**src/rtl/sadc_pkg.sv**
```systemverilog
// Shared types for the serial ADC command-response interface.
// Assumes one command word per chip-select cycle.
package sadc_pkg;

    // Number of command bits that follow the start bit.
    localparam int unsigned CMD_BITS = 4;

    // Transaction phase, advanced on rising sclk edges.
    typedef enum logic [1:0] {
        PH_HUNT = 2'd0,   // looking for the first one on sdi
        PH_CMD  = 2'd1,   // shifting in the command bits
        PH_RUN  = 2'd2    // converting / streaming, sdi ignored
    } phase_e;

    // Command word; field order is the arrival order, first bit in the MSB.
    typedef struct packed {
        logic single_end;  // channel code, upper bit
        logic odd_sign;    // channel code, lower bit
        logic msb_only;    // 1: MSB-first then zeros, 0: mirrored tail
        logic convert;     // 1: convert, 0: request shutdown
    } cmd_t;

endpackage

```
**src/rtl/sadc_cmd_rx.sv**
```systemverilog
// Command receiver: searches for the start bit, shifts in the command
// word, and holds the shutdown request across selections.
// Assumes sdi is stable around rising sclk edges and that cs_n is
// sampled on the same edges (high = abort).
module sadc_cmd_rx
    import sadc_pkg::*;
(
    input  logic   sclk,
    input  logic   rst_n,
    input  logic   cs_n,
    input  logic   sdi,
    output phase_e phase,
    output cmd_t   cmd,
    output logic   shutdown
);

    localparam int unsigned          CNT_W    = $clog2(CMD_BITS);
    localparam logic [CNT_W-1:0]     CNT_LAST = CNT_W'(CMD_BITS - 1);

    phase_e                 ph_q;
    logic [CNT_W-1:0]       cnt_q;
    logic [CMD_BITS-2:0]    sr_q;
    cmd_t                   cmd_q;
    logic                   shut_q;
    logic                   last_bit;

    // Rising edge that takes the final command bit.
    assign last_bit = !cs_n && (ph_q == PH_CMD) && (cnt_q == CNT_LAST);

    // Phase sequencing and command bit counting.
    always_ff @(posedge sclk) begin
        if (!rst_n) begin
            ph_q  <= PH_HUNT;
            cnt_q <= '0;
            sr_q  <= '0;
        end else if (cs_n) begin
            ph_q  <= PH_HUNT;
            cnt_q <= '0;
        end else begin
            case (ph_q)
                PH_HUNT: begin
                    if (sdi) begin
                        ph_q  <= PH_CMD;
                        cnt_q <= '0;
                    end
                end
                PH_CMD: begin
                    sr_q  <= {sr_q[CMD_BITS-3:0], sdi};
                    cnt_q <= cnt_q + 1'b1;
                    if (cnt_q == CNT_LAST) begin
                        ph_q <= PH_RUN;
                    end
                end
                default: ;
            endcase
        end
    end

    // Latch the full command word on its last bit.
    always_ff @(posedge sclk) begin
        if (!rst_n) begin
            cmd_q <= '0;
        end else if (last_bit) begin
            cmd_q <= cmd_t'({sr_q, sdi});
        end
    end

    // Shutdown request: set by a zero convert bit, cleared in the next search.
    always_ff @(posedge sclk) begin
        if (!rst_n) begin
            shut_q <= 1'b0;
        end else if (last_bit) begin
            shut_q <= ~sdi;
        end else if (!cs_n && ph_q == PH_HUNT) begin
            shut_q <= 1'b0;
        end
    end

    assign phase    = ph_q;
    assign cmd      = cmd_q;
    assign shutdown = shut_q;

    AST_SHUT_ON_REQUEST: assert property (@(posedge sclk) disable iff (!rst_n)
        (last_bit && !sdi) |=> shut_q);
    AST_WAKE_IN_SEARCH: assert property (@(posedge sclk) disable iff (!rst_n)
        (!cs_n && ph_q == PH_HUNT) |=> !shut_q);
    AST_ABORT_TO_SEARCH: assert property (@(posedge sclk) disable iff (!rst_n)
        cs_n |=> (ph_q == PH_HUNT));

endmodule

```
**src/rtl/sadc_sar.sv**
```systemverilog
// Successive-approximation register: decides one bit per rising edge
// from the comparator and presents trial codes on falling edges.
// Assumes slot counts rising edges since the command completed and
// that the comparator settles within half a clock period.
module sadc_sar #(
    parameter int unsigned W  = 12,
    parameter int unsigned CW = 5
) (
    input  logic          sclk,
    input  logic          rst_n,
    input  logic          cs_n,
    input  logic          active,
    input  logic [CW-1:0] slot,
    input  logic          cmp,
    output logic [W-1:0]  result,
    output logic [W-1:0]  dac
);

    logic [W-1:0] sar_q;
    logic [W-1:0] trial;
    logic [W-1:0] dac_q;
    logic         conv_step;

    // One-hot trial bit for the position decided at the next rising edge.
    always_comb begin
        trial = '0;
        for (int i = 0; i < W; i++) begin
            if (active && slot == CW'(W - 1 - i)) begin
                trial[i] = 1'b1;
            end
        end
    end

    // Decide the current bit from the comparator; clear outside a conversion.
    always_ff @(posedge sclk) begin
        if (!rst_n || cs_n || !active) begin
            sar_q <= '0;
        end else begin
            for (int i = 0; i < W; i++) begin
                if (slot == CW'(W - 1 - i)) begin
                    sar_q[i] <= cmp;
                end
            end
        end
    end

    // Present decided bits plus trial bit to the DAC on the falling edge.
    always_ff @(negedge sclk) begin
        if (!rst_n || cs_n) begin
            dac_q <= '0;
        end else begin
            dac_q <= sar_q | trial;
        end
    end

    assign result    = sar_q;
    assign dac       = dac_q;
    assign conv_step = active && !cs_n && (slot < CW'(W));

    AST_DROP_ON_LOW: assert property (@(posedge sclk) disable iff (!rst_n)
        (conv_step && !cmp) |=> (sar_q == $past(sar_q)));
    AST_KEEP_ON_HIGH: assert property (@(posedge sclk) disable iff (!rst_n)
        (conv_step && cmp) |=> (sar_q != $past(sar_q)));

endmodule

```
**src/rtl/sadc_tx.sv**
```systemverilog
// Output sequencer: counts rising edges of the run phase and launches
// the null bit, MSB-first result, optional mirrored tail and zero fill
// on falling edges; also forms the sample-and-hold window.
// Assumes result bit W-n is decided at the n-th rising edge of the run.
module sadc_tx
    import sadc_pkg::*;
#(
    parameter int unsigned W  = 12,
    parameter int unsigned CW = 5
) (
    input  logic          sclk,
    input  logic          rst_n,
    input  logic          cs_n,
    input  phase_e        phase,
    input  logic          msb_only,
    input  logic          convert,
    input  logic [W-1:0]  result,
    output logic [CW-1:0] slot,
    output logic          sdo,
    output logic          sdo_oe,
    output logic          sh_en
);

    localparam logic [CW-1:0] SLOT_END = CW'(2 * W);

    logic [CW-1:0] slot_q;
    logic          nxt_bit;
    logic          bit_q;
    logic          oe_q;
    logic          win_q;

    // Run-phase edge counter, saturating once the tail is over.
    always_ff @(posedge sclk) begin
        if (!rst_n || cs_n || phase != PH_RUN) begin
            slot_q <= '0;
        end else if (slot_q != SLOT_END) begin
            slot_q <= slot_q + 1'b1;
        end
    end

    // Select the bit for the coming falling edge from the slot number.
    always_comb begin
        nxt_bit = 1'b0;
        for (int i = 0; i < W; i++) begin
            if (slot_q == CW'(W - i)) begin
                nxt_bit = convert ? result[i] : 1'b1;
            end
            if (i > 0 && slot_q == CW'(W + i) && convert && !msb_only) begin
                nxt_bit = result[i];
            end
        end
    end

    // Launch data, drive enable and sample window on the falling edge.
    always_ff @(negedge sclk) begin
        if (!rst_n || cs_n) begin
            bit_q <= 1'b0;
            oe_q  <= 1'b0;
            win_q <= 1'b0;
        end else begin
            bit_q <= nxt_bit;
            oe_q  <= (phase == PH_RUN);
            win_q <= (phase == PH_CMD);
        end
    end

    assign slot   = slot_q;
    assign sdo    = bit_q;
    assign sdo_oe = oe_q & ~cs_n;
    assign sh_en  = ~cs_n & ((phase == PH_CMD) | win_q);

    AST_HIZ_OUTSIDE_RUN: assert property (@(posedge sclk) disable iff (!rst_n)
        (phase != PH_RUN) |-> !oe_q);
    AST_HOLD_IN_RUN: assert property (@(posedge sclk) disable iff (!rst_n)
        (phase == PH_RUN) |-> !sh_en);

endmodule

```
**src/rtl/serial_adc_ctrl.sv**
```systemverilog
// Serial ADC command-response interface, top level.
// Joins the command receiver, the SAR engine and the output sequencer.
// Assumes external comparator, DAC, multiplexer and sample-and-hold, and
// an external pad that drives sdo when sdo_oe is high.
module serial_adc_ctrl
    import sadc_pkg::*;
#(
    parameter int unsigned RES_W = 12
) (
    input  logic             sclk,
    input  logic             rst_n,
    input  logic             cs_n,
    input  logic             sdi,
    input  logic             cmp,
    output logic             sdo,
    output logic             sdo_oe,
    output logic             sh_en,
    output logic [1:0]       ch_sel,
    output logic [RES_W-1:0] dac_code,
    output logic             shutdown
);

    localparam int unsigned SLOT_W = $clog2(2 * RES_W + 1);

    phase_e              phase;
    cmd_t                cmd;
    logic [SLOT_W-1:0]   slot;
    logic [RES_W-1:0]    result;
    logic                sar_active;

    assign sar_active = (phase == PH_RUN) && cmd.convert;

    sadc_cmd_rx u_cmd_rx (
        .sclk     (sclk),
        .rst_n    (rst_n),
        .cs_n     (cs_n),
        .sdi      (sdi),
        .phase    (phase),
        .cmd      (cmd),
        .shutdown (shutdown)
    );

    sadc_sar #(.W(RES_W), .CW(SLOT_W)) u_sar (
        .sclk   (sclk),
        .rst_n  (rst_n),
        .cs_n   (cs_n),
        .active (sar_active),
        .slot   (slot),
        .cmp    (cmp),
        .result (result),
        .dac    (dac_code)
    );

    sadc_tx #(.W(RES_W), .CW(SLOT_W)) u_tx (
        .sclk     (sclk),
        .rst_n    (rst_n),
        .cs_n     (cs_n),
        .phase    (phase),
        .msb_only (cmd.msb_only),
        .convert  (cmd.convert),
        .result   (result),
        .slot     (slot),
        .sdo      (sdo),
        .sdo_oe   (sdo_oe),
        .sh_en    (sh_en)
    );

    assign ch_sel = {cmd.single_end, cmd.odd_sign};

    AST_DAC_IDLE_IN_SHUTDOWN: assert property (@(posedge sclk) disable iff (!rst_n)
        (phase == PH_RUN && !cmd.convert) |-> (dac_code == '0));

endmodule

```
**config.mk**
```make
export PLATFORM = sky130hd
export DESIGN_NAME = serial_adc_ctrl
export DESIGN_NICKNAME = d
export VERILOG_FILES = /design/src/rtl/sadc_pkg.sv /design/src/rtl/sadc_cmd_rx.sv /design/src/rtl/sadc_sar.sv /design/src/rtl/sadc_tx.sv /design/src/rtl/serial_adc_ctrl.sv
export SDC_FILE = /design/constraint.sdc
export NUM_CORES = 1
export LEC_CHECK = 0
export BUFFER_PORTS_ARGS = -buffer_cell sky130_fd_sc_hd__buf_2
export CORE_MARGIN = 2
export CORE_UTILIZATION = 53
export CTS_BUF_LIST = sky130_fd_sc_hd__clkbuf_4 sky130_fd_sc_hd__clkbuf_8 sky130_fd_sc_hd__clkbuf_16
export CTS_CLUSTER_SIZE = 40
export DETAILED_ROUTE_END_ITERATION = 6
export GPL_ROUTABILITY_DRIVEN = 1
export MAX_ROUTING_LAYER = met4
export PLACE_DENSITY_LB_ADDON = 0.12
export SYNTH_ARGS = -nofsm -noshare
export SYNTH_HDL_FRONTEND = slang
export SYNTH_HIERARCHICAL = 1
export SYNTH_SLANG_ARGS = --single-unit
```
**constraint.sdc**
```tcl
create_clock -name sclk -period 2 [get_ports sclk]
set_input_delay 0 -clock sclk [delete_from_list [all_inputs] [get_ports sclk]]
set_output_delay 0 -clock sclk [all_outputs]
set_load 0.02 [all_outputs]
```
**Word level (Yosys, flattened, before mapping)**

Cells that the tools add are included.

- Register bits: 44
- Input port bits: 5
- Output and inout port bits: 18
- Logic and storage cells: 171

- Add/subtract/negate cells: 2
- Equality and inequality tests: 30
- Multiplexer cells: 54
- Bitwise logic cells: 7
- Reduce and logical (&&, ||, !) cells: 53

Operators by type and width:

| cell | count |
|---|---|
| 1-bit two-way mux | 49 |
| 5-bit by 4-bit equality test with 1-bit output, second input constant | 8 |
| 5-bit equality test, second input constant | 8 |
| 1-bit logical AND | 38 |
| 5-bit by 3-bit equality test with 1-bit output, second input constant | 4 |
| 12-bit bitwise OR | 1 |
| 5-bit by 2-bit equality test with 1-bit output, second input constant | 2 |
| 2-bit case mux with 2 select lines | 2 |
| 2-bit two-way mux | 3 |
| 2-bit != test, second input constant | 3 |
| 5-bit by 1-bit adder with 5-bit output, second input constant | 1 |
| 5-bit by 1-bit equality test with 1-bit output, second input constant | 1 |
| 5-bit logical NOT | 1 |
| 5-bit != test, second input constant | 1 |
| 2-bit equality test, second input constant | 2 |
| 1-bit logical NOT | 4 |
| 2-bit AND reduction | 2 |
| 2-bit nonzero test | 2 |
| 1-bit logical OR | 3 |
| 1-bit inverter | 3 |
| 3-bit AND reduction | 1 |
| 2-bit by 1-bit adder with 2-bit output, second input constant | 1 |
| 1-bit AND | 2 |
| 2-bit by 1-bit equality test with 1-bit output, second input constant | 1 |
| 3 further kinds | 3 |

**Logic depth before layout (Yosys ltp)**

- Word-level depth: 24
- Mapped depth: 9
- Gate-level depth less buffers: 8

**Cells and area by module**

Netlist, hierarchy kept.

Modules (own cells, without submodules):

| module | times used | cells each | area each (um^2) | sequential area each (um^2) |
|---|---|---|---|---|
| sadc_sar | 1 | 103 | 980.9 | 480.5 |
| sadc_tx | 1 | 124 | 915.9 | 160.2 |
| sadc_cmd_rx | 1 | 52 | 495.5 | 240.2 |
| serial_adc_ctrl | 1 | 1 | 8.8 | 0.0 |

==> impl_summary.log <==
[metrics] met2 Resource Use GR: between 50% and 60%
[metrics] clock root buffer master: clkbuf_8
[metrics] Syn. warnings: 6
[metrics] routed length per placed instance: ~16 um
[metrics] number of global-route vias before repair: approximately 2400
[metrics] wire length of the first global-routing pass: between 10 and 15 mm
[metrics] HPWL reported at the end of detailed placement: 4.99 mm
[metrics] DRT antenna net count: 0
[metrics] DIE HEIGHT: between 70 and 80 um
[metrics] global route overflow: 0
[metrics] Worst EP arrival: 2020 ps
[metrics] hold path depth: 3
[metrics] Initial Util: a little under three fifths
[metrics] area growth from synthesis to layout: 43.3%
[metrics] count of endpoints failing setup in the final report: 13
[metrics] slew at the pin closest to its max-slew limit: around 360 ps
[metrics] post-synthesis cell type with the largest combined area: dfxtp_1
[metrics] number of CTS-inserted buffers: 5
[metrics] portion of the post-synthesis area used by sequential elements: a little under two fifths
[metrics] required time at the endpoint of the critical path: between 1000 and 1500 ps
[metrics] GR peak layer: met2
[metrics] post-synthesis adder-cell area fraction: 3.13%
[metrics] WHS: 152 ps
[metrics] RSZ-0062 raised after global routing: yes
[metrics] number of standard-cell rows in the floorplan: 24
[metrics] Post-Route WL: between 7 and 8 mm
[metrics] met3 Track Usage GR: under 10%
[metrics] Total Die Area: about 5000 um^2
[metrics] number of sinks driven by the clock tree: 44
[metrics] worst reg2reg path endpoint: u_tx/sdo
[metrics] Overall Power: roughly 1.7 mW
[metrics] cells taking the most area after synthesis: dfxtp_1 (37%), nand2_1 (6.7%), mux2i_1 (6.7%)
[metrics] Reg2Reg Setup Slack: -780 ps
[metrics] area share of xor/xnor cells in the synthesized design: 1.09%
[metrics] status: complete, but fails checks
[metrics] cells on worst reg2reg path: 8
[metrics] worst-case clock buffer depth: 2
[metrics] port bufs: 22
[metrics] Post-Syn Area: between 2000 and 2500 um^2
[metrics] critical-path maximum fanout: 4
[metrics] gpl congestion: 0.989
[metrics] Crit. End Element: register
[metrics] maximum number of pins on one net before global-route repair: 16
[metrics] power per unit of standard cell area: slightly above 500 nW/um^2
[metrics] global-route total usage across every layer: around 28%
[metrics] clock input transition at the sequential cells of the worst setup and hold paths: about 90 ps
[metrics] detailed-router iteration count before antenna repair: 4
[metrics] core box area: between 4000 and 5000 um^2
[metrics] register bit total from synthesis: 44
[metrics] width of the chip: just over 70 um
[metrics] delay of the slowest critical-path stage: between 300 and 400 ps
[metrics] insertion delay of the later-clocked pin in the worst-skew pair: between 300 and 400 ps
[metrics] share of async-settable or async-resettable flops after synthesis: 0%
[metrics] TritonCTS clock tree: built
[metrics] worst min-delay path endpoint: u_sar/result[2]
[metrics] violated checks: setup timing
[metrics] largest family of logic cells by synthesized area: simple AND/OR/NAND/NOR gates
[metrics] start-to-end type of the worst setup path: reg -> reg
[metrics] count of unique library cells instantiated by Yosys: 58
[metrics] number of antenna repair diodes: 0
[metrics] leading register cell type out of synthesis: dfxtp_1
[metrics] DRC errors left: 0
[metrics] final-layout setup total negative slack: -4140 ps
[metrics] ratio of routed vias to standard cells: 5.64
[metrics] top cell type's share of synthesized area: between 30 and 40%
[metrics] Static Leak: around 1.6 nW
[metrics] initial antenna violation count: 0
[metrics] I/O pins: 23
[metrics] Critical Path Source Type: register
[metrics] Synth Area in Simple Gates: between 30% and 40%
[metrics] filler cell count: roughly 300
[metrics] Iteration-0 DRC Markers: 257
[metrics] Critical Path, Cell by Cell: inv_1, ha_1, nor3b_1, o2bb2ai_1, a32oi_1, a221o_1, nand2_1, o21ai_1
[metrics] final number of max-transition violations: 0
[metrics] met1 track utilization from global routing: ~33%
[metrics] total number of vias: 2470
[metrics] Final Worst Setup Slack: -783 ps
[metrics] depth of the CTS H-tree: 2
[metrics] hold path start: cmp
[metrics] Final #Nets: between 300 and 400
[metrics] Max Cap Viol: 0
[metrics] Gate Count Post-Synth: between 200 and 300
[metrics] DP Worst Slack: -873 ps
[metrics] share of the synthesized area in compound gates (AO/OA/AOI/OAI): about 16%
[metrics] cell with the largest stage delay on the worst path: dfxtp_4
[metrics] type of the tightest min-delay check: in -> reg
[metrics] final setup skew: between 70 and 80 ps
[metrics] syn nets: slightly below 300
[metrics] multiplexer area fraction after synthesis: around 6.7%
[metrics] final number of hold-violating endpoints: 0
[metrics] fraction of the core area covered by cells at the end of the flow: 79.0%
[metrics] Max transition margin: between 70% and 80%
[metrics] Post-synth EDFFs: 0
[metrics] reg-to-reg critical path startpoint: u_tx/slot[0]
[metrics] syn avg cell area: about 8.6 um^2
[metrics] fraction of final layout cells sized beyond drive strength 1: 36.3%
[metrics] VDD IR max: approximately 0.00052 V
-- worst max-delay path, delay by kind of cell (launching register included) --
kind            cells  cell delay [ps]
fa+ha+maj           1              300
flops               1              380
simple gates        2              290
buf+inv             1              130
compound gates      4              630
-- power breakdown --
| group | internal [mW] | total (mW) | switching [mW] |
|---|---|---|---|
| clock | 0.441 | 0.814 | 0.373 |
| sequential | 0.871 | 0.873 | 0.00119 |
| combinational | 0.0228 | 0.0523 | 0.0295 |
-- state kept, by name (all words and copies together) (netlist names) --
signal             flops
u_sar/dac             12
u_sar/result          12
u_tx/slot              5
u_cmd_rx/cmd           4
u_cmd_rx/sr_q          3
u_cmd_rx/cnt_q         2
u_cmd_rx/phase         2
u_cmd_rx/shutdown      1
u_tx/oe_q              1
u_tx/sdo               1
u_tx/win_q             1
-- logic make-up (layout without fill, tap and decap cells) --
group,after synthesis,after routing
flops,44,44
fa+ha+maj,6,6
compound gates,52,52
simple gates,132,132
xor+xnor,3,3
buf+inv,27,133
mux,16,16
-- metal layers --
metal / wire [um] / vias to the layer above
met2: 3550 / 98
met3: 382 / 9
li1: - / 1208
met4: 83 / 0
met5: 0 / -
met1: 3000 / 1155
-- worst max-delay path by stage --
stage / slack [ps] / cells past startpoint / startpoint / endpoint
after global routing: -910 / 8 / u_tx/slot[0] / u_tx/sdo
after global placement: -810 / 8 / u_tx/slot[1] / u_tx/sdo
after CTS: -760 / 8 / u_tx/slot[0] / u_tx/sdo
after floorplan: -850 / 9 / u_tx/slot[0] / u_tx/sdo
after detailed placement: -870 / 8 / u_tx/slot[0] / u_tx/sdo
final: -780 / 8 / u_tx/slot[0] / u_tx/sdo
-- cell usage in the layout, fill, tap and decap left out, types with 6 or more instances in the layout --
| cell type | Yosys | routed |
|---|---|---|
| buf_2 | 6 | 22 |
| buf_4 | 0 | 62 |
| buf_6 | 2 | 7 |
| dfxtp_1 | 44 | 35 |
| dfxtp_4 | 0 | 7 |
| inv_1 | 16 | 29 |
| mux2i_1 | 16 | 16 |
| nand2_1 | 43 | 43 |
| nand2b_1 | 13 | 13 |
| nand3_1 | 9 | 8 |
| nor2_1 | 23 | 23 |
| nor2b_1 | 6 | 6 |
| o21ai_0 | 6 | 6 |
-- cell usage after synthesis (3+ instances only) --
master / number
nand3_1: 9
o21ai_0: 6
a22o_1: 3
dfxtp_1: 44
a21oi_1: 10
nor2b_1: 6
a22oi_1: 3
or3b_1: 3
and3_1: 3
buf_2: 6
nor2_1: 23
nor3b_1: 3
o21ai_1: 3
a32oi_1: 3
and3b_1: 3
ha_1: 6
inv_1: 16
nand2b_1: 13
nand2_1: 43
nor3b_2: 3
a31oi_1: 4
mux2i_1: 16
nor3_1: 3
-- through the flow --
stage | std cells | instance area [um^2]
after global placement | 409 | 3080
after floorplan | 280 | 2490
after CTS | 435 | 3360
after detailed placement | 409 | 3080
after global routing | 438 | 3440
final | 438 | 3440
-- repair_timing --
item,4_1_cts,5_1_grt
endpoints found under the hold margin,2,0
setup buffers,5,5
resized for setup,23,15
hold buffers,1,0
cloned,0,0
setup endpoints to repair,14,14
pin swaps,5,7
-- final cells by class --
type                       count  area (um^2)  share of cell area [%]
clock buffer                   7         83.8                    2.44
clock inverter                16         86.3                    2.51
tap                           52         65.1                    1.89
inverter                      14         52.6                    1.53
multi-input combinational    209         1520                    44.1
sequential                    44          910                    26.4
timing repair buffer          96          724                    21.1
(Power assumes the default switching activity.)
